### src/rtl/rxn_pkg.sv
package rxn_pkg;

    localparam int TAP_W    = 4;
    localparam int FINE_W   = 3;
    localparam int PH_W     = 2;
    localparam int PRE_W    = 2;
    localparam int OP_W     = 3;
    localparam int WORD_W   = 32;

    localparam int GRP_TAP_LSB   = 28;
    localparam int GRP_FINE_LSB  = 24;
    localparam int GRP_PH_LSB    = 22;
    localparam int GRP_PRE_LSB   = 20;
    localparam int CH_COARSE_LSB = 7;

    typedef enum logic [OP_W-1:0] {
        OP_QSTEP    = 3'd0,
        OP_QBACK    = 3'd1,
        OP_FULLBACK = 3'd2,
        OP_HALFBACK = 3'd3,
        OP_FINE     = 3'd4,
        OP_RSV5     = 3'd5,
        OP_RSV6     = 3'd6,
        OP_RSV7     = 3'd7
    } rxn_op_e;

    typedef enum logic {
        S_IDLE = 1'b0,
        S_NORM = 1'b1
    } rxn_state_e;

endpackage

### src/rtl/rxn_step_apply.sv
module rxn_step_apply
    import rxn_pkg::*;
#(
    parameter int DIG_W    = 8,
    parameter int PH_STEP  = 2
) (
    input  rxn_op_e                  op_i,
    input  logic signed [DIG_W-1:0]  tb_i,
    input  logic signed [DIG_W-1:0]  pb_i,
    input  logic signed [DIG_W-1:0]  coarse_i,
    input  logic signed [DIG_W-1:0]  phase_i,
    input  logic signed [DIG_W-1:0]  tap_i,
    input  logic signed [DIG_W-1:0]  fine_i,
    output logic signed [DIG_W-1:0]  coarse_o,
    output logic signed [DIG_W-1:0]  phase_o,
    output logic signed [DIG_W-1:0]  tap_o,
    output logic signed [DIG_W-1:0]  fine_o
);

    localparam logic signed [DIG_W-1:0] ONE_S  = DIG_W'(1);
    localparam logic signed [DIG_W-1:0] PSTEP  = DIG_W'(PH_STEP);

    logic signed [DIG_W-1:0] q_tap;
    logic signed [DIG_W-1:0] q_fine;

    always_comb begin
        q_tap  = tb_i >>> 1;
        q_fine = tb_i[0] ? (pb_i >>> 1) : '0;
    end

    always_comb begin
        coarse_o = coarse_i;
        phase_o  = phase_i;
        tap_o    = tap_i;
        fine_o   = fine_i;
        case (op_i)
            OP_QSTEP: begin
                tap_o  = tap_i + q_tap;
                fine_o = fine_i + q_fine;
            end
            OP_QBACK: begin
                tap_o  = tap_i - q_tap;
                fine_o = fine_i - q_fine;
            end
            OP_FULLBACK: coarse_o = coarse_i - ONE_S;
            OP_HALFBACK: phase_o  = phase_i - PSTEP;
            OP_FINE:     fine_o   = fine_i + ONE_S;
            default: ;
        endcase
    end

endmodule

### src/rtl/rxn_carry_unit.sv
module rxn_carry_unit #(
    parameter int DIG_W    = 8,
    parameter int PH_STEP  = 2,
    parameter int PH_BOUND = 4
) (
    input  logic signed [DIG_W-1:0]  tb_i,
    input  logic signed [DIG_W-1:0]  pb_i,
    input  logic signed [DIG_W-1:0]  coarse_i,
    input  logic signed [DIG_W-1:0]  phase_i,
    input  logic signed [DIG_W-1:0]  tap_i,
    input  logic signed [DIG_W-1:0]  fine_i,
    output logic signed [DIG_W-1:0]  coarse_o,
    output logic signed [DIG_W-1:0]  phase_o,
    output logic signed [DIG_W-1:0]  tap_o,
    output logic signed [DIG_W-1:0]  fine_o,
    output logic                     settled_o
);

    localparam logic signed [DIG_W-1:0] ONE_S = DIG_W'(1);
    localparam logic signed [DIG_W-1:0] PSTEP = DIG_W'(PH_STEP);
    localparam logic signed [DIG_W-1:0] PLIM  = DIG_W'(PH_BOUND);

    always_comb begin
        coarse_o  = coarse_i;
        phase_o   = phase_i;
        tap_o     = tap_i;
        fine_o    = fine_i;
        settled_o = 1'b0;
        if (fine_i >= pb_i) begin
            fine_o = fine_i - pb_i;
            tap_o  = tap_i + ONE_S;
        end else if (fine_i < 0) begin
            fine_o = fine_i + pb_i;
            tap_o  = tap_i - ONE_S;
        end else if (tap_i >= tb_i) begin
            tap_o   = tap_i - tb_i;
            phase_o = phase_i + PSTEP;
        end else if (tap_i < 0) begin
            tap_o   = tap_i + tb_i;
            phase_o = phase_i - PSTEP;
        end else if (phase_i >= PLIM) begin
            phase_o  = phase_i - PLIM;
            coarse_o = coarse_i + ONE_S;
        end else if (phase_i < 0) begin
            phase_o  = phase_i + PLIM;
            coarse_o = coarse_i - ONE_S;
        end else begin
            settled_o = 1'b1;
        end
    end

endmodule

### src/rtl/rxn_pack.sv
module rxn_pack
    import rxn_pkg::*;
#(
    parameter int COARSE_W = 4
) (
    input  logic [TAP_W-1:0]    tap_i,
    input  logic [FINE_W-1:0]   fine_i,
    input  logic [PH_W-1:0]     phase_i,
    input  logic [PRE_W-1:0]    pre_i,
    input  logic [COARSE_W-1:0] coarse_i,
    output logic [WORD_W-1:0]   grp_word_o,
    output logic [WORD_W-1:0]   chan_word_o
);

    always_comb begin
        grp_word_o = '0;
        grp_word_o[GRP_TAP_LSB  +: TAP_W]  = tap_i;
        grp_word_o[GRP_FINE_LSB +: FINE_W] = fine_i;
        grp_word_o[GRP_PH_LSB   +: PH_W]   = phase_i;
        grp_word_o[GRP_PRE_LSB  +: PRE_W]  = pre_i;
        chan_word_o = '0;
        chan_word_o[CH_COARSE_LSB +: COARSE_W] = coarse_i;
    end

endmodule

### src/rtl/rx_delay_normalizer.sv
module rx_delay_normalizer
    import rxn_pkg::*;
#(
    parameter int COARSE_W = 4,
    parameter int DIG_W    = 8,
    parameter int T_FAST   = 9,
    parameter int P_FAST   = 8,
    parameter int T_SLOW   = 12,
    parameter int P_SLOW   = 1,
    parameter int PH_STEP  = 2,
    parameter int PH_BOUND = 4
) (
    input  logic                 clk,
    input  logic                 rst_n,
    input  logic                 fast_grade,
    input  logic                 load,
    input  logic [COARSE_W-1:0]  ld_coarse,
    input  logic [PH_W-1:0]      ld_phase,
    input  logic [TAP_W-1:0]     ld_tap,
    input  logic [FINE_W-1:0]    ld_fine,
    input  logic [PRE_W-1:0]     ld_pre,
    input  logic                 op_valid,
    input  logic [OP_W-1:0]      op,
    output logic [COARSE_W-1:0]  coarse_out,
    output logic [PH_W-1:0]      phase_out,
    output logic [TAP_W-1:0]     tap_out,
    output logic [FINE_W-1:0]    fine_out,
    output logic [WORD_W-1:0]    grp_word,
    output logic [WORD_W-1:0]    chan_word,
    output logic                 done,
    output logic                 err
);

    localparam logic signed [DIG_W-1:0] TB_F  = DIG_W'(T_FAST);
    localparam logic signed [DIG_W-1:0] PB_F  = DIG_W'(P_FAST);
    localparam logic signed [DIG_W-1:0] TB_S  = DIG_W'(T_SLOW);
    localparam logic signed [DIG_W-1:0] PB_S  = DIG_W'(P_SLOW);
    localparam logic signed [DIG_W-1:0] C_MAX = DIG_W'((1 << COARSE_W) - 1);

    rxn_state_e state_q, state_d;

    logic signed [DIG_W-1:0] coarse_q, phase_q, tap_q, fine_q;
    logic [PRE_W-1:0]        pre_q;
    logic                    speed_q;
    logic                    err_q;

    logic signed [DIG_W-1:0] cur_tb, cur_pb, run_tb, run_pb;
    logic signed [DIG_W-1:0] st_coarse, st_phase, st_tap, st_fine;
    logic signed [DIG_W-1:0] cy_coarse, cy_phase, cy_tap, cy_fine;
    logic                    cy_settled;
    logic                    accept;
    logic                    coarse_bad;

    assign cur_tb = fast_grade ? TB_F : TB_S;
    assign cur_pb = fast_grade ? PB_F : PB_S;
    assign run_tb = speed_q ? TB_F : TB_S;
    assign run_pb = speed_q ? PB_F : PB_S;

    assign accept     = (state_q == S_IDLE) && op_valid && !err_q && !load;
    assign coarse_bad = (coarse_q < 0) || (coarse_q > C_MAX);

    rxn_step_apply #(.DIG_W(DIG_W), .PH_STEP(PH_STEP)) u_step (
        .op_i     (rxn_op_e'(op)),
        .tb_i     (cur_tb),
        .pb_i     (cur_pb),
        .coarse_i (coarse_q),
        .phase_i  (phase_q),
        .tap_i    (tap_q),
        .fine_i   (fine_q),
        .coarse_o (st_coarse),
        .phase_o  (st_phase),
        .tap_o    (st_tap),
        .fine_o   (st_fine)
    );

    rxn_carry_unit #(.DIG_W(DIG_W), .PH_STEP(PH_STEP), .PH_BOUND(PH_BOUND)) u_carry (
        .tb_i      (run_tb),
        .pb_i      (run_pb),
        .coarse_i  (coarse_q),
        .phase_i   (phase_q),
        .tap_i     (tap_q),
        .fine_i    (fine_q),
        .coarse_o  (cy_coarse),
        .phase_o   (cy_phase),
        .tap_o     (cy_tap),
        .fine_o    (cy_fine),
        .settled_o (cy_settled)
    );

    rxn_pack #(.COARSE_W(COARSE_W)) u_pack (
        .tap_i       (tap_q[TAP_W-1:0]),
        .fine_i      (fine_q[FINE_W-1:0]),
        .phase_i     (phase_q[PH_W-1:0]),
        .pre_i       (pre_q),
        .coarse_i    (coarse_q[COARSE_W-1:0]),
        .grp_word_o  (grp_word),
        .chan_word_o (chan_word)
    );

    // State register
    always_ff @(posedge clk) begin
        if (!rst_n) state_q <= S_IDLE;
        else        state_q <= state_d;
    end

    // Transitions: load, accept, settle, hold
    always_comb begin
        state_d = state_q;
        unique case (state_q)
            S_IDLE: if (load || accept) state_d = S_NORM;
            S_NORM: if (!load && cy_settled) state_d = S_IDLE;
        endcase
    end

    // Digit datapath
    always_ff @(posedge clk) begin
        if (!rst_n) begin
            coarse_q <= '0;
            phase_q  <= '0;
            tap_q    <= '0;
            fine_q   <= '0;
            pre_q    <= '0;
            speed_q  <= 1'b0;
            err_q    <= 1'b0;
        end else if (load) begin
            coarse_q <= {{(DIG_W-COARSE_W){1'b0}}, ld_coarse};
            phase_q  <= {{(DIG_W-PH_W){1'b0}}, ld_phase};
            tap_q    <= {{(DIG_W-TAP_W){1'b0}}, ld_tap};
            fine_q   <= {{(DIG_W-FINE_W){1'b0}}, ld_fine};
            pre_q    <= ld_pre;
            speed_q  <= fast_grade;
            err_q    <= 1'b0;
        end else if (accept) begin
            coarse_q <= st_coarse;
            phase_q  <= st_phase;
            tap_q    <= st_tap;
            fine_q   <= st_fine;
            speed_q  <= fast_grade;
        end else if (state_q == S_NORM) begin
            coarse_q <= cy_coarse;
            phase_q  <= cy_phase;
            tap_q    <= cy_tap;
            fine_q   <= cy_fine;
            if (cy_settled) err_q <= coarse_bad;
        end
    end

    // Outputs
    always_comb begin
        done       = (state_q == S_IDLE) && !err_q;
        err        = err_q;
        coarse_out = coarse_q[COARSE_W-1:0];
        phase_out  = phase_q[PH_W-1:0];
        tap_out    = tap_q[TAP_W-1:0];
        fine_out   = fine_q[FINE_W-1:0];
    end

    // Weighted value in half-phase units of fine steps
    int wsum;
    assign wsum = 2 * int'(fine_q) + 2 * int'(run_pb) * int'(tap_q)
                + int'(run_pb) * int'(run_tb) * int'(phase_q)
                + 4 * int'(run_pb) * int'(run_tb) * int'(coarse_q);

    p_conserve_r8: assert property (@(posedge clk) disable iff (!rst_n)
        (state_q == S_NORM && !load) |=> (wsum == $past(wsum)));

    p_accept_drops_done_r8: assert property (@(posedge clk) disable iff (!rst_n)
        (done && op_valid && !load) |=> !done);

    p_fine_range_r5: assert property (@(posedge clk) disable iff (!rst_n)
        done |-> (fine_q >= 0 && fine_q < run_pb));

    p_tap_range_r6: assert property (@(posedge clk) disable iff (!rst_n)
        done |-> (tap_q >= 0 && tap_q < run_tb));

    p_phase_range_r7: assert property (@(posedge clk) disable iff (!rst_n)
        done |-> (phase_q >= 0 && phase_q < DIG_W'(PH_BOUND)));

    p_coarse_range_r9: assert property (@(posedge clk) disable iff (!rst_n)
        done |-> (coarse_q >= 0 && coarse_q <= C_MAX));

    p_err_sticky_r9: assert property (@(posedge clk) disable iff (!rst_n)
        (err && !load) |=> err);

    p_err_freeze_r9: assert property (@(posedge clk) disable iff (!rst_n)
        (err && !load) |=> ($stable(coarse_q) && $stable(phase_q) && $stable(tap_q) && $stable(fine_q)));

    p_load_clears_r2: assert property (@(posedge clk) disable iff (!rst_n)
        load |=> (!err && !done));

endmodule

### config.mk
export PLATFORM = sky130hd
export DESIGN_NAME = rx_delay_normalizer
export DESIGN_NICKNAME = d
export VERILOG_FILES = /design/src/rtl/rxn_pkg.sv /design/src/rtl/rxn_step_apply.sv /design/src/rtl/rxn_carry_unit.sv /design/src/rtl/rxn_pack.sv /design/src/rtl/rx_delay_normalizer.sv
export SDC_FILE = /design/constraint.sdc
export NUM_CORES = 1
export LEC_CHECK = 0
export BUFFER_PORTS_ARGS = -buffer_cell sky130_fd_sc_hd__clkbuf_2
export CAP_MARGIN = 10
export CORE_UTILIZATION = 56
export CTS_CLUSTER_DIAMETER = 30
export DETAILED_ROUTE_END_ITERATION = 7
export PLACE_DENSITY = 0.8
export RECOVER_POWER = 25
export SLEW_MARGIN = 5
export SYNTH_ARGS = -nofsm -noshare
export SYNTH_HDL_FRONTEND = slang
export SYNTH_SLANG_ARGS = --single-unit
### constraint.sdc
create_clock -name clk -period 3.49 [get_ports clk]
set_input_delay 0.349 -clock clk [delete_from_list [all_inputs] [get_ports clk]]
set_output_delay 0.349 -clock clk [all_outputs]
set_load 0.02 [all_outputs]
# Word level (Yosys, flattened, before mapping)
# Index checks and enable logic that the tools add are counted.
# classes
add_sub_neg	17
n_mux	50
eq_ne	20
order_cmp	8
n_reduce_logical	31
bitwise_logic	3
# op_table
operator	count
2-to-1 mux 8 bit	28
less-than comparator 8 x 1 -> 1 bit (second input constant)	4
adder 8 x 2 -> 8 bit (second input constant)	3
one-hot mux 8 bit (3 select lines)	1
adder 8 x 4 -> 8 bit	2
adder 8 x 5 -> 8 bit	2
greater-or-equal comparator 8 x 5 -> 1 bit	2
2-to-1 mux 4 bit	4
one-hot mux 8 bit (2 select lines)	1
subtractor 8 x 2 -> 8 bit (second input constant)	2
subtractor 8 x 4 -> 8 bit	2
subtractor 8 x 5 -> 8 bit	2
AND reduction 3 bit	5
AND reduction 7 bit	2
2-to-1 mux 3 bit	4
inequality test 3 bit (second input constant)	4
nonzero test 6 bit	2
2-to-1 mux 1 bit	10
AND reduction 5 bit	2
nonzero test 5 bit	2
nonzero test 3 bit	3
adder 8 x 3 -> 8 bit (second input constant)	1
adder 8 x 4 -> 8 bit (second input constant)	1
greater-or-equal comparator 8 x 4 -> 1 bit (second input constant)	1
23 further kinds	39
# word_totals
input_bits	23
ff_bits	37
wordCells	141

# Depth between registers and ports, before layout
# Gate-level depths: netlist of run 1.
# depth
ltp_word	10
depth_mapped	10
depth_no_buf	10

# Hierarchy
# A second synthesis of run 1 with hierarchy kept.
# unflattened
cells_unflattened	943
area_unflattened_um2	7066.8
# modules_own_cells
mod	instances	seq_area_each_um2	area_per_inst_um2	cells_per_inst
rxn_carry_unit	1	0.0	3100.5	444
rx_delay_normalizer	1	740.7	1963.1	213
rxn_step_apply	1	0.0	1519.0	221
rxn_pack	1	0.0	484.2	65

# Worst setup path before layout of run 1
# Ideal clock, no wire load.
# synth_path
path_kind	input-to-reg
startpoint	input port op[2]
endpoint	register tap_q[7]
slack_ns	0.996
path_stages	10
t_arrival_ns	2.372
path_buffers	0
path_cell_list	nor2_1 -> and2_1 -> nor2_1 -> ha_1 -> o21ai_0 -> o211ai_1 -> and3_1 -> o311ai_0 -> o31ai_1 -> a311o_1
# synth_via
elab_chain_cells	3
word_cells_on_any_way	6
classes_between	2 x eq/ne; 2 x mux; 2 x reduce/logical
# synth_rtl
element	line_no	source
start: declaration	rx_delay_normalizer.sv:23	input logic [OP_W-1:0] op,
== test 3 x 1 -> 1 bit or logical NOT 3 bit (tied branches)	rxn_step_apply.sv:36	case (op_i)
inequality test 3 x 1 -> 1 bit (no line) or one-hot mux 8 bit (2 select lines) (tied branches)	--	
AND reduction 3 bit (no line) or 2-to-1 mux 8 bit (tied branches)	--	
end signal: assignment	rx_delay_normalizer.sv:128	tap_q <= {{(DIG_W-TAP_W){1'b0}}, ld_tap};
end signal: assignment	rx_delay_normalizer.sv:136	tap_q <= st_tap;
end signal: assignment	rx_delay_normalizer.sv:142	tap_q <= cy_tap;
end: declaration	rx_delay_normalizer.sv:42	logic signed [DIG_W-1:0] coarse_q, phase_q, tap_q, fine_q;
# Several ways; a longest one is shown, not always the timed one.
# A chain may end at the register's enable or synchronous reset.

# Worst setup path in the final report of run 1
# layout_path
startpoint	register tap_q[0]
endpoint	register tap_q[5]
# layout_via
elab_chain_cells	7
word_cells_on_any_way	17
classes_between	6 x add/sub; 2 x order compare; 7 x mux; 2 x reduce/logical
# layout_rtl
element	line_no	source
adder 8 x 5 -> 8 bit	rxn_carry_unit.sv:39	tap_o = tap_i + tb_i;
2-to-1 mux 8 bit	rxn_carry_unit.sv:38	end else if (tap_i < 0) begin
2-to-1 mux 8 bit	rxn_carry_unit.sv:35	end else if (tap_i >= tb_i) begin
2-to-1 mux 8 bit	rxn_carry_unit.sv:32	end else if (fine_i < 0) begin
2-to-1 mux 8 bit	rxn_carry_unit.sv:29	if (fine_i >= pb_i) begin
2-to-1 mux 8 bit	rx_delay_normalizer.sv:139	end else if (state_q == S_NORM) begin
2-to-1 mux 8 bit	rx_delay_normalizer.sv:133	end else if (accept) begin
# Several ways; a longest one is shown, not always the timed one. The select of a mux whose other input is x is not followed.

==> run_results.csv, run 1 <==
group,metric,value,unit
status,status,"finished clean",
floorplan,start_util,59.3,%
power,p_leak,2.06,nW
setup_path,cpMostUsedCell,"ha_1",
synth,synth-seq-area-share,15.8,%
synth,synth_edf_count,0,
power,clkPwrFrac,20.7,%
clocking,postCtsSetupBuffers,0,
layout,area_growth,1.79,%
power,switching_power,0.000914,W
synth,ys_types,78,
setup_path,crit_required,3.68,ns
timing,fin_crit,2.97,ns
synth,async_reset_ff_share,0,%
setup_path,cp.arrival,3.16,ns
timing,final_max_slew_viol_count,0,
floorplan,ioPinCount,102,
setup_path,crit_chain,"inv_1 -> ha_1 -> ha_1 -> o21bai_1 -> a211oi_2 -> a2111o_1 -> a211oi_1 -> o21ai_0 -> a32o_1",
timing,fin_ws,0.523,ns
floorplan,die_y,93.4,µm
power,combPwrFrac,52.8,%
timing,hold_viol_final,0,
floorplan,core,0.00789,mm²
synth,netlist_instances,621,
power,ir_drop,259,µV
detailed_routing,ant_nets,0,
power,internal_power,0.00105,W
synth,synth_area_leaders,"dfxtp_1 16%, buf_4 12%, ha_1 9.6%",
global_routing,grt_pass1_wl,20.9,mm
layout,drive_gt1_share,11.7,%
floorplan,die_area,0.00873,mm²
timing,tns,0,ns
layout,final_util,60.4,%
clocking,cts.clk_slew.worst_paths,0.08,ns
placed_design,dp_slack,0.543,ns
synth,synth.most_common_cell,"buf_4",
setup_path,crit_start,"tap_q[0]",
min_path,min_path_cells,3,
placed_design,hpwl,9.48,mm
timing,whs,0.284,ns
global_routing,first_global_vias,4269,
setup_path,ff2ff_setup_slack,0.52,ns
floorplan,core.rowCount,32,
synth,yosysTopAreaCell,"dfxtp_1",
setup_path,critPathKind,"register to register",
layout,nets,697,
detailed_routing,wire_per_inst,17.2,µm
global_routing,antenna_found_initial,0,
job,cap_viol_max_count,0,
floorplan,chipWidth,93.4,µm
synth,synth_area_per_cell,7.54,µm²
clocking,post_cts_resize_count,0,
power,p_per_area,412,mW/mm²
timing,rsz0062_at_grt,"no",
detailed_routing,via_count,4796,
setup_path,timing.rr.start,"tap_q[0]",
clocking,htreeDepth,2,
setup_path,cp_max_fo,10,
synth,synth_ff_type,"dfxtp_1",
placed_design,io_buffer_count,52,
global_routing,grt_overflow_total,0,
detailed_routing,vias_per_cell,6.47,
synth,synth_seq_cells,37,
clocking,cts_made_buffers,5,
placed_design,gp_congestion,0.997,
clocking,postCtsHoldBufs,0,
power,total_power,0.00196,W
setup_path,slowest_delay,0.51,ns
power,seqPwrFrac,26.5,%
layout,diodes,0,
global_routing,grt_max_degree,25,
synth,synth_top_area_share,15.8,%
setup_path,critPathLaunchType,"register",
clocking,cts_tree,"done",
min_path,hp-class,"input port to register",
min_path,holdPathEnd,"coarse_q[0]",
timing,min_period_over_period,85.0,%
timing,clock.fmax,0.337,GHz
global_routing,grt_use_total,29.9,%
detailed_routing,drt_iter0_drc,491,
clocking,clockBufferDepth,2,
timing,setup_viol,0,
detailed_routing,drt_pass1_iterations,5,
clocking,cts-root-buf,"clkbuf_8",
timing,finClkSkew,0.00945,ns
setup_path,cp-end-kind,"register",
clocking,cts_sinks,37,
clocking,insertion_delay,0.30,ns
detailed_routing,wirelength,12.7,mm
setup_path,reg2regPathDepth,9,
power,swShare,46.5,%
synth,yosys-top-cells-count,"75 x buf_4, 54 x nor2_1, 38 x nand2_1",
synth,synth_warnings,0,
timing,tightest_slew,0.828,ns
setup_path,r2r_end,"tap_q[5]",
timing,relSlewSlack,44.8,%
synth,syn_area,0.00468,mm²
min_path,worstHoldStart,"ld_coarse[0]",
detailed_routing,drc,0,
setup_path,crit_slowest_cell,"dfxtp_1",
==> registers in the layout (all words and copies together), names as in the netlist <==
register,cells
coarse_q,8
speed_q,1
pre_q,2
fine_q,8
state_q,1
phase_q,8
err,1
tap_q,8
==> logic make-up (layout without fill, tap and decap cells) <==
group	Yosys count	count (layout)	synth area share (%)
simple gates	212	212	23.9
compound gates	177	177	27.2
mux	25	25	5.40
buf+inv	121	91	15.7
flops	37	37	15.8
fa+ha+maj	36	36	9.62
other cells	1	49	0.0801
xor+xnor	12	12	2.25
==> critical path, delay by kind of cell, from the launching register on <==
| family | cells | cell delay [ns] |
|---|---|---|
| AOI/OAI and AO/OA | 6 | 1.75 |
| adders and majority gates | 2 | 0.44 |
| buffers and inverters | 1 | 0.16 |
| DFF | 1 | 0.51 |
==> power by group through the flow <==
stage | logic (W) | registers (W) | clock network (W)
detailed placement | 0.00100 | 0.000527 | 0
global placement | 0.000982 | 0.000526 | 0
floorplan | 0.000856 | 0.000507 | 0
CTS | 0.00101 | 0.000517 | 0.000413
finish | 0.00104 | 0.000520 | 0.000407
global route | 0.00112 | 0.000527 | 0.000437
==> layout by cell type, fill, tap and decap left out, types with 6 or more instances in the layout <==
cell type   n
a211oi_1    9
a21oi_1    36
a31oi_1    11
and3_1     11
buf_4       9
clkbuf_1   14
clkbuf_2   38
clkbuf_8    6
conb_1     49
dfxtp_1    37
ha_1       36
inv_1      21
mux2i_1    23
nand2_1    38
nand2b_1    6
nand3_1    25
nand4_1     7
nor2_1     54
nor2b_1     7
nor3_1     21
nor4_1      7
o211ai_1    7
o21a_1      7
o21ai_0    36
xnor2_1     6
xor2_1      6
==> layout make-up <==
type | instances | area [µm²]
repair buffers | 61 | 310
fillers | 719 | 3120
inverters | 22 | 82.6
clock buffers | 6 | 82.6
multi-input cells | 511 | 3380
flip-flops and latches | 37 | 741
clock inverters | 2 | 37.5
well taps | 102 | 128
==> through the flow <==
stage / instances / cell area, µm²
floorplan: 669 / 4860
finish: 741 / 4760
global placement: 733 / 4660
global route: 741 / 4760
CTS: 741 / 4780
detailed placement: 733 / 4660
==> worst max-delay path by stage <==
stage / cells past startpoint / end
global placement: 10 / fine_q[7]
CTS: 9 / tap_q[5]
global route: 9 / tap_q[5]
detailed placement: 10 / fine_q[7]
floorplan: 10 / tap_q[7]
finish: 9 / tap_q[5]
==> layer usage <==
metal,GRT usage [%],wire length [µm]
met3,6.26,1440
met5,0,0
met1,39.8,5280
met2,47.0,5520
met4,12.2,469
Note: power is estimated with default switching activity, not from simulation.
==> run 2, diff against run 1 <==
--- a/config.mk
+++ b/config.mk
@@ -5,13 +5,15 @@
 export SDC_FILE = /design/constraint.sdc
 export NUM_CORES = 1
 export LEC_CHECK = 0
+export ABC_AREA = 1
 export BUFFER_PORTS_ARGS = -buffer_cell sky130_fd_sc_hd__clkbuf_2
 export CAP_MARGIN = 10
-export CORE_UTILIZATION = 56
+export CORE_UTILIZATION = 57
 export CTS_CLUSTER_DIAMETER = 30
 export DETAILED_ROUTE_END_ITERATION = 7
-export PLACE_DENSITY = 0.8
+export PLACE_DENSITY = 0.81
 export RECOVER_POWER = 25
+export REMOVE_ABC_BUFFERS = 1
 export SLEW_MARGIN = 5
 export SYNTH_ARGS = -nofsm -noshare
 export SYNTH_HDL_FRONTEND = slang
==> run_results.csv, run 2 <==
group,metric,value,unit
status,status,"finished clean",
clocking,postCtsHoldBufs,0,
detailed_routing,vias_per_cell,5.51,
timing,tightest_slew,1.01,ns
clocking,post_cts_resize_count,0,
synth,synth_area_per_cell,6.35,µm²
min_path,hp-class,"input port to register",
placed_design,hpwl,9.05,mm
timing,finClkSkew,0.00533,ns
setup_path,slowest_delay,0.73,ns
global_routing,antenna_found_initial,0,
timing,fin_crit,2.75,ns
clocking,cts_sinks,37,
clocking,cts-root-buf,"clkbuf_8",
clocking,insertion_delay,0.30,ns
synth,synth-compound-area-share,19.4,%
placed_design,io_buffer_count,52,
setup_path,crit_chain,"clkbuf_1 -> inv_1 -> nand2_1 -> inv_1 -> nand2_1 -> nor2_1 -> nor2_1 -> inv_1 -> nor2_1 -> nand2_1 -> a21oi_1",
synth,synth_edf_count,0,
clocking,cts_made_buffers,5,
placed_design,dp_slack,0.900,ns
synth,yosysTopAreaCell,"dfxtp_1",
global_routing,grt_overflow_total,0,
synth,synth_area_leaders,"dfxtp_1 16%, nand2_1 12%, buf_4 12%",
synth,synth_warnings,0,
detailed_routing,drt_pass1_iterations,5,
layout,fillers,815,
power,p_leak,2.45,nW
synth,async_reset_ff_share,0,%
detailed_routing,drt_iter0_drc,347,
synth,synth-seq-area-share,15.5,%
synth,synth_ff_type,"dfxtp_1",
floorplan,die_y,93.6,µm
synth,synth_top_family_by_area,"simple AND/OR/NAND/NOR gates",
layout,diodes,0,
synth,synth-simple-area-share,28.3,%
timing,whs,0.276,ns
layout,instances_no_fill,877,
clocking,htreeDepth,2,
synth,synth_top_area_share,15.5,%
power,p_per_area,555,mW/mm²
detailed_routing,drc,0,
setup_path,critPathLaunchType,"input port",
setup_path,critical-path-top-delay-family,"buffers and inverters",
clocking,postCtsSetupBuffers,0,
timing,hold_viol_final,0,
setup_path,path_buf_inv,4,
synth,synthMuxAreaShare,0.209,%
floorplan,start_util,58.4,%
layout,layout_common_cells,"159 x nand2_1, 71 x inv_1, 60 x nor2_1, 60 x o21ai_0, 59 x a21oi_1",
detailed_routing,wire_per_inst,13.6,µm
setup_path,cp.arrival,2.98,ns
floorplan,core.rowCount,33,
timing,final_max_slew_viol_count,0,
global_routing,grt_max_degree,30,
clocking,cts_tree,"done",
layout,nets,830,
detailed_routing,via_count,4832,
timing,tns,0,ns
timing,min_period_over_period,78.8,%
timing,setup_viol,0,
global_routing,grt_use_total,27.7,%
layout,layout_commonest_cell,"nand2_1",
layout,finish.instance_area,0.00481,mm²
floorplan,core,0.00818,mm²
layout,area_growth,0.628,%
synth,synth.most_common_cell,"nand2_1",
timing,clock.fmax,0.364,GHz
detailed_routing,ant_nets,0,
synth,synth_seq_cells,37,
power,ir_drop,274,µV
global_routing,first_global_vias,4214,
detailed_routing,wirelength,11.9,mm
job,cap_viol_max_count,0,
synth,ys_types,46,
global_routing,grt_pass1_wl,19.6,mm
setup_path,crit_required,3.72,ns
placed_design,gp_congestion,0.886,
setup_path,cp_max_fo,19,
floorplan,ioPinCount,102,
clocking,clockBufferDepth,2,
setup_path,crit_slowest_cell,"clkbuf_1",
setup_path,cp-end-kind,"register",
clocking,cts.clk_slew.worst_paths,0.09,ns
placed_design,place_area,0.00472,mm²
floorplan,chipWidth,93.6,µm
synth,yosys-top-cells-count,"159 x nand2_1, 78 x buf_4, 71 x inv_1",
floorplan,die_area,0.00875,mm²
synth,synth_xor_area_share,6.78,%
setup_path,critPathKind,"input port to register",
synth,synth_fa_ha_area_share,9.43,%
timing,fin_ws,0.740,ns
layout,drive_gt1_share,12.2,%
placed_design,dp.cells,869,
synth,netlist_instances,753,
timing,relSlewSlack,32.9,%
synth,syn_area,0.00478,mm²
timing,rsz0062_at_grt,"no",
[run 2: cell count changes after synthesis, moves of 8 or more]
cell	previous run	this run
clkbuf_1	23	5
nand2_2	0	8
inv_1	21	71
and3_1	11	0
nand3_1	25	40
mux2i_1	23	1
inv_2	0	8
o21ai_0	36	60
a21oi_1	36	59
nor3_1	21	6
xor2_1	6	34
nand2_1	38	159
[run 2: worst min-delay path, stage by stage]
cell,delay [ns]
clkbuf_2,0.08
nor2_1,0.03
nor2_1,0.08
[run 2: layout make-up]
cell class                 instances  area (µm²)  area share (%)
clock inverter                     1        8.76           0.182
sequential                        37         741            15.4
multi-input combinational        590        3250            67.6
timing repair buffer              54         258            5.36
inverter                          83         324            6.74
clock buffer                       7        96.3            2.00
tap                              105         131            2.73
[run 2: final timing paths]
| kind | from | to | slack, ns | cells past startpoint |
|---|---|---|---|---|
| hold / removal | ld_pre[0] | pre_q[0] | 0.28 | 3 |
| hold reg to reg | phase_q[7] | phase_q[7] | 0.52 | 2 |
| setup reg to reg | speed_q | tap_q[7] | 0.85 | 16 |
| setup / recovery | load | tap_q[3] | 0.74 | 11 |
[run 2: metrics by stage]
| step | total power [W] | utilization [%] |
|---|---|---|
| floorplan | 0.00188 | - |
| global placement | 0.00224 | 57.7 |
| detailed placement | 0.00228 | 57.7 |
| CTS | 0.00265 | 59.0 |
| global route | 0.00290 | 58.8 |
| finish | 0.00267 | 58.8 |
[run 2: layer usage]
metal / wire length [µm] / part of all wire, % / global-route usage [%]
met1: 5420 / 45 / 36.8
met3: 762 / 6.4 / 3.41
met5: 0 / 0 / 0
met4: 239 / 2.0 / 9.62
met2: 5490 / 46 / 45.9
[run 2: cell families (layout without fill, tap and decap cells)]
| group | count (synthesis) | after routing |
|---|---|---|
| compound gates | 165 | 165 |
| xor+xnor | 37 | 37 |
| fa+ha+maj | 36 | 36 |
| buf+inv | 174 | 145 |
| flops | 37 | 37 |
| mux | 1 | 1 |
| other cells | 1 | 49 |
| simple gates | 302 | 302 |
[run 2: report_power, final]
part           switching [W]  internal, W
Combinational        0.00115     0.000545
Sequential          0.000127     0.000483
Clock               0.000182     0.000183
